--- config.mk ---
export PLATFORM = sky130hd
export DESIGN_NAME = rst_supervisor
export DESIGN_NICKNAME = d
export VERILOG_FILES = /design/src/rtl/rst_sup_pkg.sv /design/src/rtl/rsup_button_filter.sv /design/src/rtl/rsup_tick_gen.sv /design/src/rtl/rsup_recovery_timer.sv /design/src/rtl/rst_supervisor.sv
export SDC_FILE = /design/constraint.sdc
export NUM_CORES = 1
export LEC_CHECK = 0
export BUFFER_PORTS_ARGS = -buffer_cell sky130_fd_sc_hd__buf_2
export CAP_MARGIN = 10
export CORE_MARGIN = 10
export CORE_UTILIZATION = 28
export CTS_CLUSTER_DIAMETER = 30
export DETAILED_ROUTE_END_ITERATION = 16
export HOLD_SLACK_MARGIN = 0.15
export SYNTH_ARGS = -nofsm -noshare
export SYNTH_HDL_FRONTEND = slang
export SYNTH_SLANG_ARGS = --single-unit
--- constraint.sdc ---
create_clock -name clk -period 6 [get_ports clk]
set_input_delay 0.3 -clock clk [delete_from_list [all_inputs] [get_ports clk]]
set_output_delay 0.3 -clock clk [all_outputs]
set_load 0.05 [all_outputs]
--- src/rtl/rst_sup_pkg.sv ---
package rst_sup_pkg;

    typedef enum logic [1:0] {
        IVL_SHORT = 2'd0,
        IVL_MID   = 2'd1,
        IVL_LONG  = 2'd2,
        IVL_ALT   = 2'd3
    } ivl_code_e;

    typedef struct packed {
        logic supply;
        logic button;
        logic wdog;
    } cause_t;

    function automatic int unsigned ivl_ticks(ivl_code_e code, int unsigned s,
                                              int unsigned m, int unsigned l);
        case (code)
            IVL_SHORT: return s;
            IVL_LONG:  return l;
            default:   return m;
        endcase
    endfunction

endpackage

--- src/rtl/rsup_button_filter.sv ---
module rsup_button_filter #(
    parameter int GLITCH_CYCLES = 25
) (
    input  logic clk,
    input  logic rst,
    input  logic button_n_i,
    output logic pressed_o
);
    localparam int GW = (GLITCH_CYCLES > 1) ? $clog2(GLITCH_CYCLES) : 1;
    localparam logic [GW-1:0] LAST = GW'(GLITCH_CYCLES - 1);

    logic          sync1, sync2;
    logic [GW-1:0] low_cnt;

    always_ff @(posedge clk) begin
        if (rst) begin
            sync1     <= 1'b1;
            sync2     <= 1'b1;
            low_cnt   <= '0;
            pressed_o <= 1'b0;
        end else begin
            sync1 <= button_n_i;
            sync2 <= sync1;
            if (sync2) begin
                low_cnt   <= '0;
                pressed_o <= 1'b0;
            end else if (low_cnt == LAST) begin
                pressed_o <= 1'b1;
            end else begin
                low_cnt <= low_cnt + 1'b1;
            end
        end
    end
endmodule

--- src/rtl/rsup_tick_gen.sv ---
module rsup_tick_gen #(
    parameter int TICK_DIV = 500
) (
    input  logic clk,
    input  logic rst,
    input  logic clr_i,
    output logic tick_o
);
    localparam int DW = (TICK_DIV > 1) ? $clog2(TICK_DIV) : 1;
    localparam logic [DW-1:0] WRAP = DW'(TICK_DIV - 1);

    logic [DW-1:0] div_cnt;

    always_ff @(posedge clk) begin
        if (rst || clr_i) begin
            div_cnt <= '0;
        end else if (div_cnt == WRAP) begin
            div_cnt <= '0;
        end else begin
            div_cnt <= div_cnt + 1'b1;
        end
    end

    assign tick_o = (div_cnt == WRAP) && !clr_i;
endmodule

--- src/rtl/rsup_recovery_timer.sv ---
module rsup_recovery_timer
    import rst_sup_pkg::*;
#(
    parameter int SHORT_TICKS = 140,
    parameter int MID_TICKS   = 20000,
    parameter int LONG_TICKS  = 24000
) (
    input  logic      clk,
    input  logic      rst,
    input  logic      restart_i,
    input  ivl_code_e code_i,
    input  logic      tick_i,
    output logic      active_o
);
    localparam int MAXT = (LONG_TICKS > MID_TICKS)
                        ? ((LONG_TICKS > SHORT_TICKS) ? LONG_TICKS : SHORT_TICKS)
                        : ((MID_TICKS > SHORT_TICKS) ? MID_TICKS : SHORT_TICKS);
    localparam int TW = $clog2(MAXT + 1);

    logic [TW-1:0] tick_cnt;
    logic [TW-1:0] target;
    logic [TW-1:0] sel_ticks;

    assign sel_ticks = TW'(ivl_ticks(code_i, SHORT_TICKS, MID_TICKS, LONG_TICKS));

    always_ff @(posedge clk) begin
        if (rst || restart_i) begin
            active_o <= 1'b1;
            tick_cnt <= '0;
            target   <= sel_ticks;
        end else if (active_o && tick_i) begin
            if (tick_cnt == target - 1'b1) begin
                active_o <= 1'b0;
                tick_cnt <= '0;
            end else begin
                tick_cnt <= tick_cnt + 1'b1;
            end
        end
    end
endmodule

--- src/rtl/rst_supervisor.sv ---
module rst_supervisor
    import rst_sup_pkg::*;
#(
    parameter int TICK_DIV      = 500,
    parameter int SHORT_TICKS   = 140,
    parameter int MID_TICKS     = 20000,
    parameter int LONG_TICKS    = 24000,
    parameter int GLITCH_CYCLES = 25
) (
    input  logic       clk,
    input  logic       rst,
    input  logic       supply_low_i,
    input  logic       button_n_i,
    input  logic       wdog_expire_i,
    input  logic [1:0] interval_sel_i,
    output logic       reset_n_o,
    output logic       reset_o,
    output logic       reset_active_o
);
    cause_t cause;
    logic   pressed;
    logic   restart;
    logic   tick;
    logic   active;

    rsup_button_filter #(.GLITCH_CYCLES(GLITCH_CYCLES)) u_btn (
        .clk(clk), .rst(rst), .button_n_i(button_n_i), .pressed_o(pressed)
    );

    assign cause.supply = supply_low_i;
    assign cause.button = pressed;
    assign cause.wdog   = wdog_expire_i;
    assign restart      = |cause;

    rsup_tick_gen #(.TICK_DIV(TICK_DIV)) u_tick (
        .clk(clk), .rst(rst), .clr_i(restart), .tick_o(tick)
    );

    rsup_recovery_timer #(
        .SHORT_TICKS(SHORT_TICKS), .MID_TICKS(MID_TICKS), .LONG_TICKS(LONG_TICKS)
    ) u_timer (
        .clk(clk), .rst(rst), .restart_i(restart),
        .code_i(ivl_code_e'(interval_sel_i)), .tick_i(tick), .active_o(active)
    );

    assign reset_o        = active;
    assign reset_n_o      = ~active;
    assign reset_active_o = active;
endmodule

**After elaboration in Yosys (flattened, before gate mapping)**

Index checks and enable logic that the tools add are counted.

- Add/subtract/negate cells: 4
- $mul: 0
- Divide/modulo/power cells: 0
- Order comparisons: 0
- Eq/ne operators: 4
- Shift-type cells: 0
- Muxes and demuxes: 2
- Bitwise logic cells: 1
- Reduce and logical (&&, ||, !) cells: 9

Operators by type and width:

| kind | count |
|---|---|
| $pmux 15 s2 | 1 |
| $add 15x1->15 const B | 1 |
| $eq 15x15->1 | 1 |
| $mux 15 | 1 |
| $sub 15x1->15 const B | 1 |
| $add 9x1->9 const B | 1 |
| $eq 9x9->1 const B | 1 |
| $add 5x1->5 const B | 1 |
| $eq 5x5->1 const B | 1 |
| $reduce_or 2->1 | 2 |
| $reduce_or 3->1 | 1 |
| $eq 2x2->1 const B | 1 |
| $logic_and 1x1->1 | 2 |
| $logic_not 2->1 | 1 |
| $reduce_and 2->1 | 1 |
| $logic_not 1->1 | 1 |
| $logic_or 1x1->1 | 1 |
| $not 1->1 | 1 |

- Bits in registers: 48
- Latch bits: 0
- Memory bits (writable): 0
- ROM bits: 0
- Input port bits: 7
- Output and inout port bits: 3
- Logic and storage cells: 28
- Memories: 0

**Logic depth before layout (Yosys ltp)**

Gate-level depths: netlist of run 1.

- Depth after elaboration: 5
- Depth in mapped cells: 9
- Mapped depth without buffers: 7

**By module**

A second synthesis of run 1 with hierarchy kept.

- Cell total of the unflattened synthesis: 225
- Area total of the unflattened synthesis: 2078.2 um2

Modules (own cells, without submodules):

| module | instances | cells an instance | area each (um2) | sequential area each (um2) |
|---|---|---|---|---|
| rsup_recovery_timer | 1 | 139 | 1256.2 | 470.5 |
| rsup_tick_gen | 1 | 48 | 434.2 | 180.2 |
| rsup_button_filter | 1 | 35 | 370.4 | 160.2 |
| rst_supervisor | 1 | 3 | 17.5 | 0.0 |

**Worst setup path before layout of run 1**

Ideal clock, no wire load.

- Path type: reg-to-reg
- From: reg u_timer.active_o
- To: reg u_timer.tick_cnt[10]
- Library setup time: 141 ps
- Arrival: 2318 ps
- Data required time: 5859 ps
- Path slack: 3541 ps
- Cell stages (with the launch flop): 7
- Path buffers: 1
- Clock period less this slack: 2459 ps
- Cells stage by stage: dfxtp_1 -> inv_1 -> nor4_4 -> o2111ai_2 -> nor4_4 -> buf_6 -> nor3_1

- Longest elaborated chain between the ends: 1

Ends and longest elaborated chain:

| element | line | RTL |
|---|---|---|
| start: declaration | rsup_recovery_timer.sv:13 | `output logic active_o` |
| start signal: assignment | rsup_recovery_timer.sv:28 | `active_o <= 1'b1;` |
| start signal: assignment | rsup_recovery_timer.sv:33 | `active_o <= 1'b0;` |
| $logic_and 1x1->1 | rsup_recovery_timer.sv:31 | `end else if (active_o && tick_i) begin` |
| end signal: assignment | rsup_recovery_timer.sv:36 | `tick_cnt <= tick_cnt + 1'b1;` |
| end: declaration | rsup_recovery_timer.sv:20 | `logic [TW-1:0] tick_cnt;` |

Every way passes these cells.
A chain may end at the register's enable or synchronous reset.

**Worst setup path after layout of run 1**

- From: reg u_timer.target[9]
- To: reg u_timer.tick_cnt[5]

- Longest elaborated chain between the ends: 3

Ends and longest elaborated chain:

| element | line | RTL |
|---|---|---|
| start: declaration | rsup_recovery_timer.sv:21 | `logic [TW-1:0] target;` |
| start signal: assignment | rsup_recovery_timer.sv:30 | `target <= sel_ticks;` |
| $sub 15x1->15 | rsup_recovery_timer.sv:32 | `if (tick_cnt == target - 1'b1) begin` |
| $eq 15x15->1 | rsup_recovery_timer.sv:32 |  |
| $mux 15 | rsup_recovery_timer.sv:32 |  |

Every way passes these cells.

==> results of run 1 <==
synthesized netlist by cell type (2+ instances only):
cell and count:
a21oi_1 2, and2_1 3, and3_1 3, and4_1 2, clkbuf_1 5, dfxtp_1 33, edfxtp_1 5, ha_1 5
inv_1 10, mux2i_1 2, nand2_1 12, nand2b_1 3, nand3_1 9, nand4_1 6, nor2_1 22, nor2b_1 2
nor3_1 19, nor4_1 4, nor4_4 2, nor4b_1 2, o2111ai_1 3, o21a_1 2, o21ai_0 3, or2_2 5
or3_1 2, xnor2_1 13, xor2_1 17
flip-flops by register name, summed over array words and instances (netlist names):
register          flops
u_tick.div_cnt        9
u_timer.active_o      1
u_timer.target        5
u_btn.sync2           1
u_btn.sync1           1
u_btn.low_cnt         5
u_timer.tick_cnt     15
u_btn.pressed_o       1
layer usage:
| metal | wire length [um] | vias to the layer above | part of all wire, % |
|---|---|---|---|
| met1 | 1800 | 721 | 48 |
| li1 | - | 784 | - |
| met4 | 102 | 0 | 2.7 |
| met5 | 0 | - | 0 |
| met2 | 1760 | 22 | 46 |
| met3 | 117 | 8 | 3.1 |
report_power, final:
group	leakage, nW	internal (mW)	switching (mW)
Sequential	0.319	0.261	0.00609
Combinational	0.357	0.0121	0.0152
Clock	0.0683	0.167	0.0926
Total	0.744	0.440	0.114
stage by stage:
step | worst slack, ns | std cells | cell area (um^2) | power, mW
final | 3.31 | 322 | 2250 | 0.554
after global routing | 3.08 | 322 | 2250 | 0.574
after CTS | 3.30 | 322 | 2250 | 0.561
after global placement | 3.37 | 314 | 2110 | 0.300
after floorplan | 3.54 | 218 | 1990 | 0.293
after detailed placement | 3.31 | 314 | 2110 | 0.300
worst paths after layout:
path | depth (start not counted) | startpoint | endpoint
hold / removal | 2 | button_n_i | u_btn.sync1
setup / recovery | 7 | u_timer.target[9] | u_timer.tick_cnt[5]
hold reg to reg | 1 | u_btn.sync1 | u_btn.sync2
setup reg to reg | 7 | u_timer.target[9] | u_timer.tick_cnt[5]
final cells by class:
class	instances	area [um^2]	share of cell area (%)
sequential	38	811	36.0
clock inverter	3	68.8	3.06
clock buffer	5	68.8	3.06
inverter	11	41.3	1.83
tap	96	120	5.34
timing repair buffer	9	45.0	2.00
multi-input combinational	160	1100	48.7
cell usage in the layout (no fill, tap or decap), drive strengths merged, types with 2 or more instances in the layout:
master	Yosys	final
xnor2	13	13
ha	5	5
clkbuf	5	5
or3	3	3
bufinv	0	2
or2	5	5
nor2b	2	2
o21a	2	2
nand3	9	9
and2	3	3
nand2	12	12
nor4b	2	2
nor3	19	19
nor4	7	7
and3	3	3
nor2	22	22
a21oi	2	2
o2111ai	4	4
nand2b	3	3
buf	4	9
dfxtp	33	33
inv	10	10
nand4	6	6
clkinv	1	2
and4	2	2
mux2i	2	2
xor2	17	17
o21ai	4	4
edfxtp	5	5
cell families (layout without fill, tap and decap cells):
kind of cell	after synthesis	count (layout)	share of synthesized area, %
simple gates	105	105	30.7
xor+xnor	30	30	13.2
buf+inv	20	28	4.39
mux	2	2	1.00
compound gates	18	18	6.90
flops	38	38	40.7
fa+ha+maj	5	5	3.14
worst max-delay path, cell delays in order, from the launching register on:
cell and delay, ns:
edfxtp_1 0.50, inv_1 0.15, ha_1 0.19, nor4b_1 0.49, xnor2_1 0.22, o2111ai_2 0.19, nor4_4 0.69, nor3_1 0.11
==> flow_summary_export.csv, run 1 <==
group,metric,value,unit
power,p_leak,0.744,nW
sta,skew,0.00763,ns
placed_design,gp_congestion,0.752,
placed_design,hpwl,2.78,mm
run,cap_violations,0,
yosys,syn_inst,218,
sta,setup_viol,0,
yosys,synth_edf_count,5,
global_route,gr-usage-met2,11.0,%
setup_path,worstSetupStartpointType,"flip-flop",
finish,fill_cells,709,
sta,post-route-period-util,44.8,%
setup_path,required,6.15,ns
floorplanning,ios,10,
cts,cts_tree,"done",
yosys,synth_ff_type,"dfxtp_1",
cts,clk_latency,0.29,ns
sta,period_needed,2.69,ns
global_route,grt_pass1_vias,1414,
setup_path,ff2ff_setup_slack,3.31,ns
cts,cts.htree.levels,2,
drt,vias,1535,
yosys,synthTopCellsByArea,"dfxtp_1, edfxtp_1, xor2_1",
global_route,grt_busiest_layer,"met2",
finish,nets,237,
setup_path,criticalPathCategory,"reg2reg",
yosys,yosys.area.top_type_share,33.1,%
yosys,ys_seq_area_share,40.7,%
cts,clk_pin_slew,0.08,ns
power,power_density,246,nW/um^2
yosys,yosysWarnings,0,
global_route,grt_pass1_wl,6.60,mm
drt,via_per_inst,4.77,
cts,numCtsBuffers,5,
yosys,yosys_register_bits,38,
drt,dr.pass1.iters,4,
sta,fmax,372,MHz
drt,drc,0,
global_route,grtUsageMet1,8.92,%
global_route,antenna_found_initial,0,
global_route,grt.total_usage,7.19,%
drt,drt-total-wl,3.78,mm
placed_design,io_buffers,9,
yosys,synthArstFlopShare,0,%
cts,postCtsHoldBufs,0,
finish,drive_above_1_share,12.8,%
cts,cts_setup_buffers,0,
global_route,grt_start_max_net_pins,22,
finish,utilization,32.8,%
cts,cts_resized,0,
cts,clock_path_buffers,2,
finish,syn_to_final_growth,12.9,%
floorplanning,start_util,29.0,%
yosys,synth_cell_types,49,
drt,drt_first_iter_violations,58,
drt,ant_nets,0,
sta,max_slew.worst_pin.slew,0.763,ns
yosys,synth_area,1990,um^2
global_route,gr-total-overflow,0,
drt,wire_per_inst,11.7,um
hold_path,min_path_type,"in2reg",
finish,diodes,0,
floorplanning,die_h,104,um
sta,hold_ws,0.184,ns
sta,tns,0,ns
yosys,syn_area_per_cell,9.15,um^2
global_route,grtUsageMet3,1.80,%
floorplanning,dieArea,10900,um^2
sta,hold_viol,0,
floorplanning,die_w,104,um
cts,cts-root-buf,"clkbuf_8",
setup_path,cp_max_fo,14,
outcome,status,"finished clean",
yosys,syn_nets,230,
power,vdd_drop_max,0.113,mV
sta,slew_headroom,48.8,%
sta,slew_violations,0,
floorplanning,rows,30,
yosys,synth_area_leader_cell,"dfxtp_1",
sta,rsz0062_at_grt,"false",
setup_path,cp_data_arrival_time,2.84,ns
setup_path,end_kind,"flip-flop",
floorplanning,core,6870,um^2
cts,cts_num_sinks,38,
Note: power is estimated with default switching activity, not from simulation.
==> inputs of run 2 (changes only) <==
==> constraint.sdc (replaced) <==
create_clock -name clk -period 2.35 [get_ports clk]
set_input_delay 0.1175 -clock clk [delete_from_list [all_inputs] [get_ports clk]]
set_output_delay 0.1175 -clock clk [all_outputs]
set_load 0.05 [all_outputs]
==> run 2 against run 1 <==
Net effect:
- global-route usage grew 0.14 points
- first-iteration DRC count is 48% higher
- highest routed layer unchanged
- register-to-register slack worse by 3.2 ns
- clock skew rose by 0.0036 ns
- largest cell class unchanged
- utilization grew 1.8 points
==> flow_summary_export.csv, run 2 (synthesis results as in run 1) <==
group,metric,value,unit
finish,nets,249,
setup_path,cpPeakStageDelay,0.50,ns
sta,tns,0,ns
finish,top_regs,"u_timer.tick_cnt (15), u_tick.div_cnt (9)",
power,p_leak,0.794,nW
drt,ant_nets,0,
setup_path,criticalPathCategory,"reg2reg",
power,total_power,1.40,mW
placed_design,io_buffers,9,
global_route,antenna_found_initial,0,
finish,syn_to_final_growth,19.2,%
finish,regMostFlops,"u_timer.tick_cnt",
global_route,grt_pass1_wl,6.76,mm
global_route,grt_pass1_vias,1471,
drt,via_per_inst,4.54,
hold_path,min_path_type,"in2reg",
power,vdd_drop_max,0.211,mV
sta,setup_viol,0,
finish,drive_above_1_share,16.4,%
run,cap_violations,0,
setup_path,path_cells,"inv_1 -> ha_1 -> nor4b_2 -> buf_4 -> xnor2_1 -> o2111ai_2 -> nor4_4 -> buf_12 -> nor3_1",
placed_design,dpl.cell_count,321,
outcome,status,"finished clean",
placed_design,gp_congestion,0.799,
setup_path,required,2.51,ns
cts,cts-root-buf,"clkbuf_8",
cts,clk_latency,0.29,ns
setup_path,worstSetupStartpointType,"flip-flop",
sta,hold_viol,0,
cts,cts_tree,"done",
finish,layout_commonest_cell,"dfxtp_1",
global_route,grt_start_max_net_pins,22,
placed_design,preCtsSetupSlack,0.109,ns
setup_path,cp_max_fo,14,
setup_path,cp_num_buf_inv,3,
placed_design,hpwl,2.79,mm
finish,diodes,0,
sta,hold_ws,0.207,ns
global_route,gr-total-overflow,0,
setup_path,cpMaxStageDelayCell,"edfxtp_1",
floorplanning,die_w,104,um
global_route,grt.total_usage,7.33,%
sta,slew_headroom,61.9,%
floorplanning,dieArea,10900,um^2
sta,setup_ws,0.134,ns
sta,max_slew.worst_pin.slew,0.567,ns
floorplanning,core,6870,um^2
drt,vias,1518,
floorplanning,rows,30,
setup_path,ff2ff_setup_slack,0.13,ns
power,power_density,589,nW/um^2
sta,post-route-period-util,94.3,%
setup_path,critical_path.top_delay_family,"simple AND/OR/NAND/NOR gates",
cts,cts_setup_buffers,0,
cts,clock_path_buffers,2,
finish,stdcell_count,334,
sta,fmax,451,MHz
drt,drt_first_iter_violations,86,
floorplanning,start_util,29.0,%
cts,cts.htree.levels,2,
drt,drt-total-wl,3.69,mm
sta,skew,0.0112,ns
finish,final_cell_mix,"dfxtp_1, nor2_1, nor3_1",
floorplanning,ios,10,
sta,slew_violations,0,
cts,clk_pin_slew,0.08,ns
setup_path,end_kind,"flip-flop",
drt,dr.pass1.iters,4,
cts,numCtsBuffers,5,
finish,largest_register_ffs,15,
drt,drc,0,
cts,cts_num_sinks,38,
sta,period_needed,2.22,ns
drt,wire_per_inst,11.1,um
setup_path,cp_data_arrival_time,2.38,ns
floorplanning,die_h,104,um
-- run 2: cell types whose count changed in the layout (fill, tap and decap cells not counted) --
cell	previous run	this run
buf_12	0	1
buf_4	0	6
bufinv_16	2	1
clkbuf_16	0	1
clkbuf_8	5	6
clkinv_4	1	0
clkinvlp_4	0	1
dfxtp_1	33	32
dfxtp_2	0	1
dlygate4sd3_1	0	5
inv_1	10	9
nor4b_1	2	1
nor4b_2	0	1
-- run 2: metrics by stage --
| stage | utilization [%] | instance area [um^2] |
|---|---|---|
| after floorplan | - | 2000 |
| after global placement | 31.8 | 2180 |
| after detailed placement | 31.8 | 2180 |
| after CTS | 34.5 | 2370 |
| after global routing | 34.6 | 2380 |
| final | 34.6 | 2380 |
-- run 2: tightest hold or removal path: cells and delay by family --
family,cells,cell delay [ns]
simple gates,2,0.21
buf+inv,1,0.09
compound gates,1,0.06
-- run 2: cell type report --
cell class	count	area, um^2
Fill cell	697	4490
Multi-Input combinational cell	160	1100
Sequential cell	38	812
Timing Repair Buffer	21	160
Tap cell	96	120
Clock buffer	7	108
Inverter	11	45.0
Clock inverter	1	30.0
-- run 2: where the power goes --
group          leakage [nW]  internal, mW  switching [mW]
combinational         0.406        0.0406          0.0408
sequential            0.318         0.667          0.0145
clock                0.0696         0.410           0.227
-- run 2: repair_timing --
action / 4_1_cts / 5_1_grt
setup endpoints to repair: 0 / 14
gates resized for setup: 0 / 1
hold buffers: 5 / 0
hold endpoints to repair: 7 / 0
-- run 2: metal layers --
| metal | GRT usage (%) | wire length, um | vias up |
|---|---|---|---|
| met5 | 0 | 0 | - |
| met4 | 3.88 | 88 | 0 |
| met3 | 1.49 | 63 | 6 |
| li1 | - | - | 803 |
| met1 | 9.14 | 1820 | 698 |
| met2 | 11.5 | 1720 | 11 |
-- run 2: final timing paths --
check | from | end | cells past startpoint
min reg2reg | u_btn.sync1 | u_btn.sync2 | 1
max reg2reg | u_timer.target[9] | u_timer.tick_cnt[6] | 9
min | supply_low_i | u_timer.active_o | 4
max | u_timer.target[9] | u_timer.tick_cnt[6] | 9
==> inputs of run 3 (changes only) <==
--- a/config.mk
+++ b/config.mk
@@ -12,6 +12,7 @@
 export CTS_CLUSTER_DIAMETER = 30
 export DETAILED_ROUTE_END_ITERATION = 16
 export HOLD_SLACK_MARGIN = 0.15
+export PLACE_DENSITY_LB_ADDON = 0.15
 export SYNTH_ARGS = -nofsm -noshare
 export SYNTH_HDL_FRONTEND = slang
 export SYNTH_SLANG_ARGS = --single-unit
==> run 3 against run 2 <==
Net effect:
- first-iteration DRC count is 51% lower
- global-route usage up 0.93 points
- worst hold slack better by 0.0035 ns
- sequential cell count unchanged
- register-to-register slack gained 0.09 ns
- sequential share of layout area about the same
- die area unchanged
- clock power shrank 15%
- sequential power fell by 0.6%
- total power is 6.3% lower
==> flow_summary_export.csv, run 3 (synthesis results as in run 1) <==
group,metric,value,unit
power,p_leak,0.802,nW
finish,nets,253,
finish,multi_input_area,1100,um^2
drt,wire_per_inst,12.5,um
cts,clk_latency,0.29,ns
cts,numCtsBuffers,5,
setup_path,ff2ff_setup_slack,0.22,ns
finish,regMostFlops,"u_timer.tick_cnt",
sta,period_needed,2.13,ns
power,swShare,22.0,%
finish,top_regs,"u_timer.tick_cnt (15), u_tick.div_cnt (9)",
outcome,status,"finished clean",
cts,clock_path_buffers,2,
power,internal-power,1.02,mW
sta,slew_headroom,58.7,%
sta,slew_violations,0,
floorplanning,die_h,104,um
setup_path,required,2.52,ns
finish,final_cell_mix,"dfxtp_1, nor2_1, nor3_1",
power,clkPwrFrac,41.4,%
placed_design,io_buffers,9,
cts,cts_tree,"done",
floorplanning,dieArea,10900,um^2
setup_path,cpPeakStageDelay,0.44,ns
sta,rsz0062_at_grt,"false",
sta,max_slew.worst_pin.slew,0.616,ns
global_route,grt_start_max_net_pins,22,
setup_path,end_kind,"flip-flop",
finish,stdcell_area,2380,um^2
sta,tns,0,ns
floorplanning,start_util,29.0,%
power,power_density,551,nW/um^2
finish,seq_area,812,um^2
cts,cts_num_sinks,38,
global_route,antenna_found_initial,0,
global_route,grt_pass1_wl,7.56,mm
cts,cts-root-buf,"clkbuf_8",
sta,hold_viol,0,
setup_path,path_cells,"buf_4 -> nor4_1 -> mux2i_1 -> o2111ai_2 -> nor4_4 -> buf_12 -> nor3_1",
finish,largest_register_ffs,15,
finish,layout_commonest_cell,"dfxtp_1",
floorplanning,die_w,104,um
sta,setup_viol,0,
drt,vias,1554,
power,switchingPower,0.289,mW
hold_path,min_path_type,"in2reg",
setup_path,cpMaxStageDelayCell,"nor4_1",
drt,dr.pass1.iters,4,
setup_path,critical_path.top_delay_family,"simple AND/OR/NAND/NOR gates",
floorplanning,rows,30,
placed_design,gp_congestion,0.789,
placed_design,hpwl,3.12,mm
power,total_power,1.31,mW
finish,drive_above_1_share,17.8,%
run,cap_violations,0,
global_route,gr-total-overflow,0,
cts,clk_pin_slew,0.08,ns
sta,fmax,469,MHz
finish,utilization,34.6,%
setup_path,cp_max_fo,14,
cts,cts.htree.levels,2,
finish,fill_cells,725,
power,comb_power_share,6.9,%
sta,skew,0.00752,ns
drt,drc,0,
global_route,grt_pass1_vias,1581,
power,seqPwrFrac,51.6,%
floorplanning,ios,10,
finish,syn_to_final_growth,19.3,%
placed_design,placed_cell_area,2210,um^2
finish,diodes,0,
setup_path,criticalPathCategory,"reg2reg",
setup_path,cp_num_buf_inv,2,
drt,via_per_inst,4.60,
setup_path,worstSetupStartpointType,"flip-flop",
drt,drt_first_iter_violations,42,
sta,post-route-period-util,90.7,%
power,vdd_drop_max,0.333,mV
drt,drt-total-wl,4.21,mm
setup_path,cp_data_arrival_time,2.30,ns
drt,ant_nets,0,
global_route,grt.total_usage,8.26,%
floorplanning,core,6870,um^2
==> run 3: layout make-up <==
class                   instances  area share [%]
repair buffers                 25            8.00
clock inverters                 3            1.68
inverters                      11            1.89
well taps                      96            5.05
flip-flops and latches         38            34.1
multi-input cells             160            46.3
clock buffers                   5            2.89
==> run 3: power groups by stage <==
stage          combinational (mW)  sequential (mW)  clock [mW]
2_1_floorplan              0.0621            0.687           0
3_3_place_gp               0.0808            0.694           0
6_report                   0.0909            0.677       0.543
5_1_grt                     0.102            0.678       0.591
4_1_cts                    0.0872            0.679       0.566
3_5_place_dp               0.0807            0.694           0
==> run 3: per-stage QoR <==
stage               setup slack, ns  hold WS (ns)  std cells
floorplan                    0.0732         0.221        218
global placement              0.137         0.300        324
detailed placement            0.174         0.305        324
CTS                           0.152         0.208        337
global route                 0.0629         0.271        338
finish                        0.219         0.211        338
==> run 3: worst paths after layout <==
check                    start             endpoint  depth (start not counted)
max          u_timer.target[3]  u_timer.tick_cnt[9]                          7
min               supply_low_i     u_timer.active_o                          4
max reg2reg  u_timer.target[3]  u_timer.tick_cnt[9]                          7
min reg2reg        u_btn.sync1          u_btn.sync2                          1
==> run 3: what timing repair did <==
item,4_1_cts,5_1_grt
endpoints found under the hold margin,7,0
gates resized for setup,0,1
hold buffers,5,0
buffers inserted,0,1
setup endpoints to repair,0,15
==> run 3: worst min-delay path: stages <==
cell and delay (ns):
buf_2 0.09, or3_4 0.14, nor2_1 0.07, o21ai_0 0.06
==> run 3: routing by layer <==
layer / vias to the layer above / track usage (%) / routed length, um
met5: - / 0 / 0
met3: 6 / 2.11 / 102
met4: 0 / 2.98 / 69
met1: 723 / 9.89 / 2040
met2: 11 / 13.8 / 2010
li1: 814 / - / -
